===== src/rtl/tsf_pkg.sv =====
package tsf_pkg;
    localparam int FREQ_W       = 3;
    localparam int FLT_W        = 2;
    localparam int PRCH_W       = 2;
    localparam int DIV_LOG2_MAX = 15;
    localparam int CNT_W        = DIV_LOG2_MAX;
    localparam int RUN_W        = (1 << FLT_W);
    localparam int PRE_W        = (1 << PRCH_W);
    localparam int SYNC_STAGES  = 2;

    typedef struct packed {
        logic              act_high;
        logic [FREQ_W-1:0] freq;
        logic [FLT_W-1:0]  flt;
        logic [PRCH_W-1:0] prch;
        logic              pu_dis;
    } tsf_cfg_t;
endpackage


===== src/rtl/tsf_sync.sv =====
module tsf_sync #(
    parameter int STAGES = tsf_pkg::SYNC_STAGES
) (
    input  logic clk,
    input  logic rst_n,
    input  logic din,
    output logic dout
);
    logic [STAGES-1:0] sh_d, sh_q;

    always_comb begin
        sh_d = {sh_q[STAGES-2:0], din};
    end

    always_ff @(posedge clk or negedge rst_n) begin
        if (!rst_n) sh_q <= '0;
        else        sh_q <= sh_d;
    end

    assign dout = sh_q[STAGES-1];
endmodule


===== src/rtl/tsf_prescaler.sv =====
module tsf_prescaler
    import tsf_pkg::*;
(
    input  logic              clk,
    input  logic              rst_n,
    input  logic [FREQ_W-1:0] freq,
    input  logic [PRCH_W-1:0] prch,
    input  logic              pu_dis,
    input  logic              filt_mode,
    input  logic              restart,
    output logic              pu_en,
    output logic              stb
);
    localparam int SH_W = $clog2(DIV_LOG2_MAX + 1);

    typedef struct packed {
        logic [CNT_W-1:0] cnt;
    } psc_st_t;

    psc_st_t st_d, st_q;

    logic [CNT_W:0]   span;
    logic [CNT_W-1:0] last;
    logic [PRE_W-1:0] pre_len;
    logic [CNT_W-1:0] pre_start;

    always_comb begin
        span      = (CNT_W+1)'(1) << (SH_W'(DIV_LOG2_MAX) - SH_W'(freq));
        last      = CNT_W'(span - (CNT_W+1)'(1));
        pre_len   = PRE_W'(1) << prch;
        pre_start = last - CNT_W'(pre_len);

        st_d = st_q;
        if (restart || st_q.cnt >= last) st_d.cnt = '0;
        else                             st_d.cnt = st_q.cnt + CNT_W'(1);

        stb   = filt_mode && !restart && (st_q.cnt == last);
        pu_en = filt_mode && !restart && !pu_dis &&
                (st_q.cnt >= pre_start) && (st_q.cnt < last);
    end

    always_ff @(posedge clk or negedge rst_n) begin
        if (!rst_n) st_q <= '0;
        else        st_q <= st_d;
    end

    // a strobe always ends the period, the next cycle starts at zero
    a_r2_wrap_after_strobe: assert property (@(posedge clk) disable iff (!rst_n)
        stb |=> (st_q.cnt == '0));

    // a sample with precharge enabled is preceded by a charged cycle
    a_r3_charge_before_sample: assert property (@(posedge clk) disable iff (!rst_n)
        (stb && !pu_dis) |-> $past(pu_en));
endmodule


===== src/rtl/tsf_filter.sv =====
module tsf_filter
    import tsf_pkg::*;
(
    input  logic             clk,
    input  logic             rst_n,
    input  logic             lvl,
    input  logic             act_high,
    input  logic [FLT_W-1:0] flt,
    input  logic             filt_mode,
    input  logic             stb,
    input  logic             restart,
    input  logic             clr,
    output logic             evt
);
    typedef struct packed {
        logic [RUN_W-1:0] run;
        logic             prev_act;
        logic             evt;
    } flt_st_t;

    flt_st_t st_d, st_q;

    logic             act;
    logic [RUN_W-1:0] need;
    logic [RUN_W-1:0] run_inc;

    always_comb begin
        act     = (lvl == act_high);
        need    = RUN_W'(1) << flt;
        run_inc = st_q.run + RUN_W'(1);

        st_d          = st_q;
        st_d.prev_act = act;
        if (clr) begin
            st_d.evt = 1'b0;
            st_d.run = '0;
        end else if (restart) begin
            st_d.run = '0;
        end else if (filt_mode) begin
            if (stb) begin
                if (act) begin
                    if (run_inc >= need) begin
                        st_d.evt = 1'b1;
                        st_d.run = need;
                    end else begin
                        st_d.run = run_inc;
                    end
                end else begin
                    st_d.run = '0;
                end
            end
        end else if (act && !st_q.prev_act) begin
            st_d.evt = 1'b1;
        end
    end

    always_ff @(posedge clk or negedge rst_n) begin
        if (!rst_n) st_q <= '{run: '0, prev_act: 1'b1, evt: 1'b0};
        else        st_q <= st_d;
    end

    assign evt = st_q.evt;

    // the flag holds without a clear
    a_r9_flag_sticky: assert property (@(posedge clk) disable iff (!rst_n)
        (st_q.evt && !clr) |=> st_q.evt);

    // a clear drops the flag on the next cycle
    a_r9_clear_drops: assert property (@(posedge clk) disable iff (!rst_n)
        clr |=> !st_q.evt);

    // an inactive sample leaves the run count at zero
    a_r7_inactive_zeroes: assert property (@(posedge clk) disable iff (!rst_n)
        (stb && !act && !restart && !clr) |=> (st_q.run == '0));

    // in filtered mode the flag only rises right after a sample
    a_r6_rise_on_sample: assert property (@(posedge clk) disable iff (!rst_n)
        ($rose(st_q.evt) && $past(filt_mode)) |-> $past(stb));
endmodule


===== src/rtl/tamper_sample_filter.sv =====
module tamper_sample_filter
    import tsf_pkg::*;
(
    input  logic              clk,
    input  logic              rst_n,
    input  logic              pin_raw,
    input  logic              act_high,
    input  logic [FREQ_W-1:0] freq_sel,
    input  logic [FLT_W-1:0]  flt_sel,
    input  logic [PRCH_W-1:0] prch_sel,
    input  logic              pu_disable,
    input  logic              evt_clear,
    output logic              pu_en,
    output logic              sample_stb,
    output logic              tamper_evt
);
    tsf_cfg_t cfg_in, cfg_d, cfg_q;
    logic     cfg_chg;
    logic     filt_mode;
    logic     lvl_sync;

    always_comb begin
        cfg_in = '{act_high: act_high, freq: freq_sel, flt: flt_sel,
                   prch: prch_sel, pu_dis: pu_disable};
        cfg_chg   = (cfg_in != cfg_q);
        filt_mode = (cfg_q.flt != '0);
        cfg_d     = cfg_in;
    end

    always_ff @(posedge clk or negedge rst_n) begin
        if (!rst_n) cfg_q <= '0;
        else        cfg_q <= cfg_d;
    end

    tsf_sync #(.STAGES(SYNC_STAGES)) u_sync (
        .clk  (clk),
        .rst_n(rst_n),
        .din  (pin_raw),
        .dout (lvl_sync)
    );

    tsf_prescaler u_psc (
        .clk      (clk),
        .rst_n    (rst_n),
        .freq     (cfg_q.freq),
        .prch     (cfg_q.prch),
        .pu_dis   (cfg_q.pu_dis),
        .filt_mode(filt_mode),
        .restart  (cfg_chg),
        .pu_en    (pu_en),
        .stb      (sample_stb)
    );

    tsf_filter u_flt (
        .clk      (clk),
        .rst_n    (rst_n),
        .lvl      (lvl_sync),
        .act_high (cfg_q.act_high),
        .flt      (cfg_q.flt),
        .filt_mode(filt_mode),
        .stb      (sample_stb),
        .restart  (cfg_chg),
        .clr      (evt_clear),
        .evt      (tamper_evt)
    );

    // edge mode keeps pull-up and sampling idle
    a_r5_edge_mode_idle: assert property (@(posedge clk) disable iff (!rst_n)
        (cfg_q.flt == '0) |-> (!pu_en && !sample_stb));

    // disabled precharge never drives the pull-up
    a_r4_no_pullup: assert property (@(posedge clk) disable iff (!rst_n)
        cfg_q.pu_dis |-> !pu_en);

    // pull-up and sample never share a cycle
    a_r3_disjoint: assert property (@(posedge clk) disable iff (!rst_n)
        !(pu_en && sample_stb));
endmodule


===== config.mk =====
export PLATFORM = sky130hd
export DESIGN_NAME = tamper_sample_filter
export DESIGN_NICKNAME = d
export VERILOG_FILES = /design/src/rtl/tsf_pkg.sv /design/src/rtl/tsf_sync.sv /design/src/rtl/tsf_prescaler.sv /design/src/rtl/tsf_filter.sv /design/src/rtl/tamper_sample_filter.sv
export SDC_FILE = /design/constraint.sdc
export NUM_CORES = 1
export LEC_CHECK = 0
export ABC_AREA = 1
export BUFFER_PORTS_ARGS = -buffer_cell sky130_fd_sc_hd__buf_2
export CAP_MARGIN = 25
export CORE_ASPECT_RATIO = 0.5
export CORE_UTILIZATION = 45
export CTS_CLUSTER_SIZE = 25
export DETAILED_ROUTE_END_ITERATION = 10
export PLACE_DENSITY = 0.68
export SETUP_SLACK_MARGIN = 0.3
export SLEW_MARGIN = 10
export SYNTH_ARGS = -nofsm -noshare
export SYNTH_HDL_FRONTEND = slang
export SYNTH_SLANG_ARGS = --single-unit

===== constraint.sdc =====
create_clock -name clk -period 5.8 [get_ports clk]
set_input_delay 0.87 -clock clk [delete_from_list [all_inputs] [get_ports clk]]
set_output_delay 0.87 -clock clk [all_outputs]
set_load 0.005 [all_outputs]

==> metrics.md <==
| Metric | Value |
|---|---|
| Sw Pwr | `around 0.12 mW` |
| Die area | `approximately 5300 sq um` |
| Rel. slew slack | `51.64%` |
| Post-synth EDFFs | `0` |
| FMAX | `between 300 and 400 MHz` |
| Via Count | `1,829` |
| Fillers | `around 430` |
| Core area | `4594 sq um` |
| CTS clock-pin slew for the worst setup and hold paths | `~0.07 ns` |
| GRT overflow | `0` |
| Pint | `0.3545 mW` |
| Post-DRT Antenna Nets | `0` |
| Die X-Extent | `101.9 um` |
| DP Worst Slack | `2.917 ns` |
| Synthesized flop and latch total | `32` |
| Area leader, netlist | `dfrtp_1` |
| Synth Area in Compound Gates | `roughly 7%` |
| Worst-Skew Late Latency | `0.28 ns` |
| Routed vias/inst | `roughly 4.9` |
| Seq/Total Area, Yosys | `35.75%` |
| Critical Path Max Stage Delay | `0.45 ns` |
| Clock Path Buffers | `2` |
| Most instantiated cells after synthesis | `nand2_1, dfrtp_1, inv_1` |
| Pwr/cell area | `191.1 nW/um^2` |
| Top Ports | `16` |
| Initial Utilization | `approximately 49%` |
| Wirelength, routed | `4.313 mm` |
| Most common cell in the netlist | `nand2_1` |
| Setup TNS | `0 ns` |
| Root Buffer | `clkbuf_8` |
| DR iter-0 viols | `around 110` |
| Clk_skew | `0.005167 ns` |
| Syn Area/Cell | `7.927 sq um` |
| CP cell instances | `nor2_1, inv_1, ha_1, nand2_1, nor3_1, nand4_1, nor3_2, buf_2` |
| DRC | `0` |
| Fraction of layout instances using a drive strength above 1 | `18.69%` |
| Final Core Density | `54.19%` |
| Syn_nets | `319` |
| Final setup viols | `0` |
| Hold WC Path Type | `flop to flop` |
| Kind of critical path | `flop to output port` |
| Period minus WS final | `3.217 ns` |
| Number of cell rows | `17` |
| Post-CTS Setup Inserts | `0` |
| Clock power share | `40.4%` |
| Reg2Reg Setup Slack | `3.60 ns` |
| Startpoint types | `flop` |
| Main combinational cell family by area after synthesis | `simple AND/OR/NAND/NOR gates` |
| CP required | `4.93 ns` |
| Post-synthesis adder-cell area fraction | `approximately an eighth` |
| Final Worst Setup Slack | `2.583 ns` |
| Yosys top cell area share | `34.58%` |
| Syn Inst Count | `~280` |
| Number of global-route vias before repair | `1,779` |
| CTS tree | `yes` |
| Logic pwr share | `10.8%` |
| NumNets Final | `340` |
| # clock sinks | `32` |
| CTS Hold Buffers Added | `0` |
| Initial antenna violation count | `0` |
| CP Data Arrival Time | `2.35 ns` |
| Post-synth ARST share | `100.0%` |
| Endpoint class of the critical path | `output port` |
| Status | `completed` |
| Mux contribution to synthesized area | `0%` |
| First-pass GRT wire length | `7.693 mm` |
| RSZ-0062 raised after global routing | `false` |
| Post-DP HPWL | `3.420 mm` |
| Max-cap violations | `0` |
| Min Hold Slack | `0.3567 ns` |
| # diodes | `0` |
| Slew @ Worst Pin | `0.7254 ns` |
| Buffers on Ports | `15` |
| Hold Vio Cnt, Final | `0` |
| Synth Area in Simple Gates | `approximately a third` |
| Final Cycle Share | `a little under three fifths` |
| Ys Warns | `0` |
| P_leak | `1.247 nW` |
| Largest net degree at the start of global routing | `33` |
| Num CTS Buffers | `5` |
| Crit-path max FO | `6` |
| Gr usage total | `about a fifth` |
| Drt wl/cell | `11.63 um` |
| Final GP Congestion | `0.9177` |
| H-tree levels | `2` |
| Synth Flop Type | `dfrtp_1` |
| Max-slew violation count | `0` |
| Layout area overhead | `10.99%` |
| Most area-consuming cells after synthesis | `dfrtp_1, ha_1, nand2_1` |
| Switching share of total power | `25.49%` |
| Unique masters post-synth | `32` |
| Post-Synthesis Cell Area | `between 2000 and 2500 sq um` |
| Part of the power in registers | `48.9%` |
| VDD IR max | `63.42 uV` |
| XOR/XNOR Fraction of Synth Area | `4.294%` |
| Total power | `0.4758 mW` |
| Iteration count of the initial detailed-routing pass | `4` |
| CTS resizes | `0` |
| Slowest CP cell | `dfrtp_1` |
| Die height | `51.93 um` |
==> cells by family (layout without fill, tap and decap cells) <==
group | Yosys count | in the layout
fa+ha+maj | 23 | 23
compound gates | 28 | 28
xor+xnor | 11 | 11
flops | 32 | 32
other cells | 1 | 1
buf+inv | 40 | 62
simple gates | 148 | 148
==> power groups by stage <==
stage	combinational, mW	clock, mW	sequential [mW]
2_1_floorplan	0.0347	0	0.236
3_3_place_gp	0.0505	0	0.236
3_5_place_dp	0.0520	0	0.237
4_1_cts	0.0522	0.198	0.232
5_1_grt	0.0602	0.208	0.233
6_report	0.0513	0.192	0.232
==> cell usage in the layout (no fill, tap or decap), types with 4 or more instances in the layout <==
master	netlist	routed
a21oi_1	17	17
buf_2	0	15
clkbuf_8	0	7
dfrtp_1	31	31
ha_1	23	23
inv_1	31	31
inv_2	7	7
nand2_1	66	66
nand2_2	4	4
nand3_1	10	10
nand4_1	12	12
nor2_1	30	30
nor2_2	4	4
nor2_4	5	5
o21ai_0	5	5
or2_2	5	5
xnor2_1	6	6
xor2_1	5	5
==> layout make-up <==
type	count	area, sq um	share of cell area (%)
timing repair buffer	15	75.07	3.015
sequential	32	802.0	32.21
multi-input combinational	211	1284	51.56
inverter	39	146.4	5.879
clock buffer	8	100.1	4.020
tap	66	82.58	3.317
==> flip-flops by register name (all words and copies together) (netlist names) <==
register / cells
u_flt.evt: 1
u_psc.st_q: 15
cfg_q: 9
u_sync.sh_q: 2
u_flt.st_q: 5
==> critical path: cells and delay by family, from the launching register on <==
family / cells / cell delay [ns]
adders and majority gates: 1 / 0.30
buffers and inverters: 2 / 0.27
DFF: 1 / 0.45
and+or+nand+nor: 5 / 1.04
==> per-layer routing <==
layer,routed length [um],GRT usage [%],vias up
met2,1871,32.09,30
met1,2230,25.44,835
met5,0,0,-
met3,172,6.048,6
li1,-,-,958
met4,38,3.333,0
==> metrics by stage <==
step	area (sq um)	instances
floorplan	2243	283
CTS	2490	371
global placement	2390	363
global route	2490	371
detailed placement	2390	363
finish	2490	371
==> path summary, 6_finish.rpt <==
| check | start | end | cells past startpoint |
|---|---|---|---|
| min in group asynchronous | rst_n | u_psc.st_q[0]$_DFF_PN0_ | 1 |
| worst min-delay path | u_sync.sh_q[0]$_DFF_PN0_ | u_sync.sh_q[1]$_DFF_PN0_ | 0 |
| worst max-delay path | cfg_q[7]$_DFF_PN0_ | sample_stb | 8 |
| max in group asynchronous | rst_n | u_sync.sh_q[0]$_DFF_PN0_ | 1 |
| worst max register to register | cfg_q[7]$_DFF_PN0_ | u_psc.st_q[11]$_DFF_PN0_ | 9 |
| worst min register to register | u_sync.sh_q[0]$_DFF_PN0_ | u_sync.sh_q[1]$_DFF_PN0_ | 0 |
No activity file was read; power rests on OpenSTA's default activity.
